`src/rtl/bclk_pin_pkg.sv`:
```
package bclk_pin_pkg;

    typedef enum logic {
        MODE_INT = 1'b0,
        MODE_EXT = 1'b1
    } bclk_mode_e;

    typedef enum logic {
        DE_OFF = 1'b0,
        DE_ON  = 1'b1
    } deemph_e;

endpackage

```
`src/rtl/bclk_sync.sv`:
```
// Multi-stage synchronizer; also returns the previous synchronized level
// so that the consumer can derive edges.
module bclk_sync #(
    parameter int STAGES = 2
) (
    input  logic clk,
    input  logic rst_n,
    input  logic d_raw,
    input  logic rst_val,
    output logic lvl,
    output logic lvl_d
);
    logic [STAGES-1:0] chain;

    always_ff @(posedge clk or negedge rst_n) begin
        if (!rst_n) begin
            chain <= {STAGES{rst_val}};
            lvl_d <= rst_val;
        end else begin
            chain <= {chain[STAGES-2:0], d_raw};
            lvl_d <= chain[STAGES-1];
        end
    end

    assign lvl = chain[STAGES-1];
endmodule

```
`src/rtl/bclk_mode_fsm.sv`:
```
module bclk_mode_fsm
    import bclk_pin_pkg::*;
#(
    parameter int EDGE_LIMIT  = 16,
    parameter int LOSS_FRAMES = 2
) (
    input  logic clk,
    input  logic rst_n,
    input  logic pin_rise,
    input  logic fr_edge,
    input  logic fr_fall,
    output logic ext_mode
);
    localparam int CW = $clog2(EDGE_LIMIT + 1);
    localparam int QW = $clog2(LOSS_FRAMES + 2);

    bclk_mode_e state_q, state_d;
    logic [CW-1:0] edge_cnt;
    logic [QW-1:0] quiet_cnt;
    logic          hit, lost;

    // rising edges per frame phase, restarted at each frame edge, saturating
    always_ff @(posedge clk or negedge rst_n) begin
        if (!rst_n)
            edge_cnt <= '0;
        else if (fr_edge)
            edge_cnt <= pin_rise ? CW'(1) : '0;
        else if (pin_rise && edge_cnt != CW'(EDGE_LIMIT))
            edge_cnt <= edge_cnt + CW'(1);
    end

    // frame falling edges since the last pin rising edge
    always_ff @(posedge clk or negedge rst_n) begin
        if (!rst_n)
            quiet_cnt <= '0;
        else if (pin_rise || state_q == MODE_INT)
            quiet_cnt <= '0;
        else if (fr_fall && quiet_cnt != QW'(LOSS_FRAMES + 1))
            quiet_cnt <= quiet_cnt + QW'(1);
    end

    assign hit  = pin_rise && !fr_edge && (edge_cnt == CW'(EDGE_LIMIT - 1));
    assign lost = fr_fall && !pin_rise && (quiet_cnt == QW'(LOSS_FRAMES));

    always_comb begin
        state_d = state_q;
        unique case (state_q)
            MODE_INT: if (hit)  state_d = MODE_EXT;
            MODE_EXT: if (lost) state_d = MODE_INT;
        endcase
    end

    always_ff @(posedge clk or negedge rst_n) begin
        if (!rst_n) state_q <= MODE_INT;
        else        state_q <= state_d;
    end

    always_comb ext_mode = (state_q == MODE_EXT);
endmodule

```
`src/rtl/bclk_deemph_fsm.sv`:
```
module bclk_deemph_fsm
    import bclk_pin_pkg::*;
#(
    parameter int RUN_LEN = 5
) (
    input  logic clk,
    input  logic rst_n,
    input  logic fr_fall,
    input  logic pin_lvl,
    input  logic ext_mode,
    input  logic high_rate,
    output logic de_on,
    output logic deemph_en
);
    localparam int RW = $clog2(RUN_LEN + 1);

    deemph_e       state_q, state_d;
    logic [RW-1:0] run_q, run_next;
    logic          last_q;
    logic          full;

    always_comb begin
        if (pin_lvl != last_q)
            run_next = RW'(1);
        else if (run_q == RW'(RUN_LEN))
            run_next = run_q;
        else
            run_next = run_q + RW'(1);
    end

    assign full = fr_fall && (run_next == RW'(RUN_LEN));

    always_ff @(posedge clk or negedge rst_n) begin
        if (!rst_n) begin
            run_q  <= '0;
            last_q <= 1'b1;
        end else if (ext_mode) begin
            run_q  <= '0;
            last_q <= 1'b1;
        end else if (fr_fall) begin
            run_q  <= run_next;
            last_q <= pin_lvl;
        end
    end

    always_comb begin
        state_d = state_q;
        unique case (state_q)
            DE_OFF: if (!ext_mode && full && !pin_lvl) state_d = DE_ON;
            DE_ON:  if (ext_mode || (full && pin_lvl)) state_d = DE_OFF;
        endcase
    end

    always_ff @(posedge clk or negedge rst_n) begin
        if (!rst_n) state_q <= DE_OFF;
        else        state_q <= state_d;
    end

    always_comb begin
        de_on     = (state_q == DE_ON);
        deemph_en = de_on && !ext_mode && !high_rate;
    end
endmodule

```
`src/rtl/bclk_pin_classifier.sv`:
```
module bclk_pin_classifier #(
    parameter int SYNC_STAGES = 2,
    parameter int EDGE_LIMIT  = 16,
    parameter int LOSS_FRAMES = 2,
    parameter int RUN_LEN     = 5
) (
    input  logic clk,
    input  logic rst_n,
    input  logic pin_raw,
    input  logic frame_raw,
    input  logic high_rate,
    output logic ext_mode,
    output logic deemph_en
);
    logic pin_lvl, pin_lvl_d, fr_lvl, fr_lvl_d;
    logic pin_rise, fr_edge, fr_fall;
    logic de_on;

    bclk_sync #(.STAGES(SYNC_STAGES)) u_pin_sync (
        .clk(clk), .rst_n(rst_n), .d_raw(pin_raw), .rst_val(1'b1),
        .lvl(pin_lvl), .lvl_d(pin_lvl_d)
    );

    bclk_sync #(.STAGES(SYNC_STAGES)) u_fr_sync (
        .clk(clk), .rst_n(rst_n), .d_raw(frame_raw), .rst_val(1'b0),
        .lvl(fr_lvl), .lvl_d(fr_lvl_d)
    );

    assign pin_rise = pin_lvl & ~pin_lvl_d;
    assign fr_edge  = fr_lvl ^ fr_lvl_d;
    assign fr_fall  = fr_lvl_d & ~fr_lvl;

    bclk_mode_fsm #(.EDGE_LIMIT(EDGE_LIMIT), .LOSS_FRAMES(LOSS_FRAMES)) u_mode (
        .clk(clk), .rst_n(rst_n), .pin_rise(pin_rise), .fr_edge(fr_edge),
        .fr_fall(fr_fall), .ext_mode(ext_mode)
    );

    bclk_deemph_fsm #(.RUN_LEN(RUN_LEN)) u_deemph (
        .clk(clk), .rst_n(rst_n), .fr_fall(fr_fall), .pin_lvl(pin_lvl),
        .ext_mode(ext_mode), .high_rate(high_rate), .de_on(de_on),
        .deemph_en(deemph_en)
    );
endmodule

```
`config.mk`:
```
export PLATFORM = sky130hd
export DESIGN_NAME = bclk_pin_classifier
export DESIGN_NICKNAME = d
export VERILOG_FILES = /design/src/rtl/bclk_pin_pkg.sv /design/src/rtl/bclk_sync.sv /design/src/rtl/bclk_mode_fsm.sv /design/src/rtl/bclk_deemph_fsm.sv /design/src/rtl/bclk_pin_classifier.sv
export SDC_FILE = /design/constraint.sdc
export NUM_CORES = 1
export LEC_CHECK = 0
export BUFFER_PORTS_ARGS = -buffer_cell sky130_fd_sc_hd__buf_2
export CAP_MARGIN = 15
export CORE_ASPECT_RATIO = 1.75
export CORE_UTILIZATION = 40
export DETAILED_ROUTE_END_ITERATION = 8
export PLACE_DENSITY = 0.68
export SLEW_MARGIN = 5
export SYNTH_ARGS = -nofsm -noshare
export SYNTH_HDL_FRONTEND = slang
export SYNTH_SLANG_ARGS = --single-unit
```
`constraint.sdc`:
```
create_clock -name clk -period 2.48 [get_ports clk]
set_input_delay 0.372 -clock clk [delete_from_list [all_inputs] [get_ports clk]]
set_output_delay 0.372 -clock clk [all_outputs]
set_load 0.02 [all_outputs]
```
; ---- Word level (Yosys, flattened, before mapping)
; Index checks and enable logic that the tools add are counted.
[op_classes]
reduce_logical = 22
n_addsub = 3
bitwise = 7
n_mux = 17
eq_ne = 7
[ops]
columns = cell, count
row1 = 1-bit logical AND, 12
row2 = 3-bit 2-to-1 mux, 4
row3 = 5-bit 2-to-1 mux, 2
row4 = 1-bit 2-to-1 mux, 7
row5 = "3-bit == test, second input constant", 2
row6 = 2-bit nonzero test, 3
row7 = "5-bit by 1-bit adder with 5-bit output, second input constant", 1
row8 = "5-bit by 4-bit == test with 1-bit output, second input constant", 1
row9 = 1-bit zero test, 5
row10 = "5-bit inequality test, second input constant", 1
row11 = 2-bit 2-to-1 mux, 2
row12 = 1-bit NOT, 4
row13 = 1-bit case mux with 2 select lines, 2
row14 = "3-bit by 1-bit adder with 3-bit output, second input constant", 1
row15 = "2-bit by 1-bit adder with 2-bit output, second input constant", 1
row16 = 1-bit AND, 2
row17 = "2-bit == test, second input constant", 1
row18 = 1-bit logical OR, 2
row19 = "2-bit inequality test, second input constant", 1
row20 = 1-bit inequality test, 1
row21 = 1-bit bitwise XOR, 1
[word_totals]
inputBits = 5
word_cells = 66
regBits = 19
output_inout_bits = 2

; ---- Logic depth before layout (Yosys ltp)
[logic_depth]
word_depth = 9
depth_mapped = 6
mapped_depth_nobuf = 6

; ---- Worst setup path after synthesis
; Ideal clock, no wire load.
[synth_timing]
path_type = register to register
from = register u_deemph.run_q[1]
to = register u_deemph.state_q (netlist: u_deemph.de_on)
path_buffers = 0
t_arrival_ns = 1.281
required_ns = 2.401
setup_ns = 0.079
stages_incl_launch_ff = 7
period_less_slack_ns = 1.360
setup_slack_ns = 1.120
path_cell_list = dfrtp_1 > inv_1 > ha_1 > nand2_1 > or3_1 > a21oi_2 > mux2i_1
[synth_via]
elab_chain_len = 9
elab_cells_between_ends = 13
classes_between = add/sub: 1 / eq/ne: 2 / mux: 5 / reduce/logical: 5
[synth_lines]
columns = element, line_no
row1 = from (decl), bclk_deemph_fsm.sv:18  ; logic [RW-1:0] run_q, run_next;
row2 = from (signal assigned), bclk_deemph_fsm.sv:41  ; run_q <= run_next;
row3 = 3-bit by 1-bit adder with 3-bit output or 3-bit == test (tied branches), "bclk_deemph_fsm.sv:28, bclk_deemph_fsm.sv:25"
row4 = 3-bit 2-to-1 mux *, bclk_deemph_fsm.sv:25  ; else if (run_q == RW'(RUN_LEN))
row5 = 3-bit 2-to-1 mux *, bclk_deemph_fsm.sv:23  ; if (pin_lvl != last_q)
row6 = 3-bit == test *, bclk_deemph_fsm.sv:31  ; assign full = fr_fall && (run_next == RW'(RUN_LEN));
row7 = 1-bit logical AND *, bclk_deemph_fsm.sv:31
row8 = "1-bit logical AND, on equally long branches", "bclk_deemph_fsm.sv:50, bclk_deemph_fsm.sv:49"
row9 = 1-bit logical OR or 1-bit logical AND (tied branches), "bclk_deemph_fsm.sv:50, bclk_deemph_fsm.sv:49"
row10 = "1-bit 2-to-1 mux, on equally long branches", "bclk_deemph_fsm.sv:50, bclk_deemph_fsm.sv:49"
row11 = 1-bit case mux with 2 select lines *, bclk_deemph_fsm.sv:48  ; unique case (state_q)
row12 = via u_deemph.state_d, bclk_deemph_fsm.sv:17  ; deemph_e state_q, state_d;
row13 = to (signal assigned), bclk_deemph_fsm.sv:56  ; else state_q <= state_d;
row14 = to (decl), bclk_deemph_fsm.sv:17
; The timed path passes the listed nets; every way through them passes the cells marked *.
; A chain may end at the register's enable or synchronous reset.

; ---- Worst setup path in the final report
[layout_timing]
from = register u_mode.state_q (netlist: u_mode.ext_mode)
to = output deemph_en
[layout_via]
elab_chain_len = 3
[layout_lines]
columns = element, line_no
row1 = from (decl), bclk_mode_fsm.sv:17  ; bclk_mode_e state_q, state_d;
row2 = from (signal assigned), bclk_mode_fsm.sv:55  ; else state_q <= state_d;
row3 = 1-bit zero test, bclk_deemph_fsm.sv:61  ; deemph_en = de_on && !ext_mode && !high_rate;
row4 = 1-bit logical AND (2 in a row), bclk_deemph_fsm.sv:61
row5 = to (decl), bclk_pin_classifier.sv:13  ; output logic deemph_en
; Every way passes these cells.

==> results.py <==
metrics = {
    "die": {
        "num_rows": 22,
        "initial_core_util": 0.436,
        "fp.dieW_um": 38.6,
        "die_y_um": 66.0,
        "core_um2": 2150,
        "die_area_um2": 2540,
        "ios": 7,
    },
    "yosys": {
        "async_flop_share": 1.00,
        "synth_edf_count": 0,
        "syn-num-nets": 99,
        "yosys_warnings": 0,
        "yosys.area.top_type": "dfrtp_1",
        "ys_ff_latch": 19,
        "synth_flop_cell": "dfrtp_1",
        "synth_cell_types": 30,
        "syn-cell-area_um2": 936,
        "synth_most_common_cell": "dfrtp_1",
        "syn-mean-instance-area_um2": 10.9,
        "synth.top_cells.by_area": "dfrtp_1, dfstp_2, ha_1, inv_1, nor2_1",
        "yosysTopAreaCellShare": 0.401,
        "yosysSeqAreaShare": 0.513,
        "syn_inst": 86,
        "synth_common_cells": "dfrtp_1, inv_1, ha_1, nor2_1, nand2_1",
    },
    "routing": {
        "remaining_drc_errors": 0,
        "drt_iter0_drc": 7,
        "antenna_left": 0,
        "first_pass_iters": 4,
        "drt-total-wl_um": 1510,
        "via_count": 621,
        "routedWlPerCell_um": 12.6,
        "via_per_inst": 5.18,
    },
    "sta": {
        "maxSlewViolCount": 0,
        "worstMarginPinSlew_ps": 420,
        "fin_crit_sh": 0.639,
        "worst_hold_slack_ps": -5.28,
        "hold_violations": 9,
        "skew_ps": 10.6,
        "tns_ps": 0,
        "rsz0062_at_grt": "no",
        "relSlewSlack": 0.720,
        "setup_violations": 0,
        "max_freq_mhz": 631,
        "fin_crit_ps": 1580,
    },
    "worst_setup_path": {
        "endpoint_kind": "primary output",
        "path_max_fanout": 9,
        "critPathKind": "flop to primary output",
        "cp.arrival_ps": 1210,
        "worstPathRequired_ps": 2110,
        "crit_path_start_kind": "flop",
        "reg2regPathDepth": 6,
    },
    "cts": {
        "root_buffer": "clkbuf_4",
        "clock_path_buffers": 2,
        "clk_latency_ps": 290,
        "cts-buffers-inserted": 3,
        "post_cts_resized": 0,
        "post_cts_buffers": 0,
        "cts.sinks": 19,
        "cts_tree": "built",
        "clk_pin_slew_ps": 110,
        "hold_buffers": 0,
        "cts_htree_levels": 1,
    },
    "cells_and_area": {
        "layout.nets": 110,
        "area_delta_synth_final_pct": 9.22,
        "multiInputGateArea_um2": 422,
        "stdcell_count": 120,
        "final_area_um2": 1020,
        "regArea_um2": 480,
        "drive_above_1_share": 0.188,
        "n_fill_cell": 209,
        "layout.core_utilization": 0.476,
        "n_antenna_cell": 0,
    },
    "run_status": {
        "violations": "hold timing",
        "outcome": "complete, but fails checks",
    },
    "placement": {
        "port_buffers": 6,
        "place_inst": 116,
        "dpl-instance-area_um2": 996,
        "gp_congestion": 0.677,
        "dp_hpwl_um": 1140,
    },
    "global_routing": {
        "grt_start_max_net_pins": 20,
        "overflow": 0,
        "gr-usage-all-layers": 0.152,
        "grt_pass1_wl_um": 2660,
        "antenna_found_initial": 0,
        "grt_pass1_vias": 643,
    },
    "run": {
        "max_cap_viol_count": 0,
    },
    "power": {
        "power_w": 0.000697,
        "vdd_drop_max_mv": 0.410,
        "p_leak_nw": 0.478,
        "powerDensity_nw_per_um2": 682,
    },
    "min_path": {
        "hold_class": "primary input to async pin",
    },
}
[cell type report]
class	instances	area share
Inverter	9	0.0330
Sequential cell	19	0.470
Multi-Input combinational cell	58	0.412
Timing Repair Buffer	6	0.0294
Tap cell	24	0.0294
Clock buffer	4	0.0257
[power by group]
part           internal (W)  switching (W)
clock             0.0000625      0.0000905
combinational     0.0000690      0.0000902
sequential         0.000352      0.0000321
[stage by stage]
stage	setup WS, ps	hold WS, ps
2_1_floorplan	1120	76.4
3_3_place_gp	1080	324
3_5_place_dp	1030	330
4_1_cts	872	8.94
5_1_grt	760	16.8
6_report	896	-5.28
[cells by family (layout without fill, tap and decap cells)]
| logic type | Yosys count | count (layout) | share of synthesized area |
|---|---|---|---|
| xor+xnor | 4 | 4 | 0.0374 |
| flops | 19 | 19 | 0.513 |
| mux | 2 | 2 | 0.0214 |
| buf+inv | 9 | 19 | 0.0361 |
| fa+ha+maj | 8 | 8 | 0.107 |
| compound gates | 15 | 15 | 0.124 |
| simple gates | 29 | 29 | 0.160 |
[worst paths after layout]
| kind | slack [ps] | endpoint | start |
|---|---|---|---|
| worst max-delay path | 900 | deemph_en | u_mode.ext_mode |
| worst min-delay path | -5 | u_deemph.run_q[1] | rst_n |
| worst max register to register | 990 | u_deemph.de_on | u_deemph.run_q[1] |
| worst min register to register | 360 | u_fr_sync.chain[1] | u_fr_sync.chain[0] |
| max in group asynchronous | 2150 | u_deemph.last_q | rst_n |
| min in group clk | 180 | u_pin_sync.chain[0] | pin_raw |
[registers in the layout (all words and copies together), names as in the netlist]
| register | count |
|---|---|
| u_pin_sync.chain | 2 |
| u_mode.ext_mode | 1 |
| u_fr_sync.lvl_d | 1 |
| u_deemph.de_on | 1 |
| u_mode.quiet_cnt | 2 |
| u_fr_sync.chain | 2 |
| u_mode.edge_cnt | 5 |
| u_deemph.run_q | 3 |
| u_deemph.last_q | 1 |
| u_pin_sync.lvl_d | 1 |
[layout by cell type, fill, tap and decap left out, types with 2 or more instances in the layout]
master	netlist	layout
a21oi_1	4	4
a31oi_1	2	2
and2_1	2	2
and3_1	2	2
buf_2	0	6
clkbuf_4	0	3
dfrtp_1	15	15
dfstp_2	4	4
ha_1	8	8
inv_1	9	9
mux2i_1	2	2
nand2_1	6	6
nand2b_1	2	2
nand3_1	2	2
nor2_1	7	7
nor2b_1	3	3
xnor2_1	3	3
[worst max-delay path, stage by stage (launching register included)]
cell	delay [ps]
dfrtp_1	480
nand2b_1	200
nor2_1	80
buf_2	160
[metal layers]
metal | global-route usage | wire length (um)
met5 | 0 | 0
met4 | 0.0905 | 25
met3 | 0.0303 | 25
met2 | 0.254 | 802
met1 | 0.166 | 661
Power figures use the tool's default switching activity.
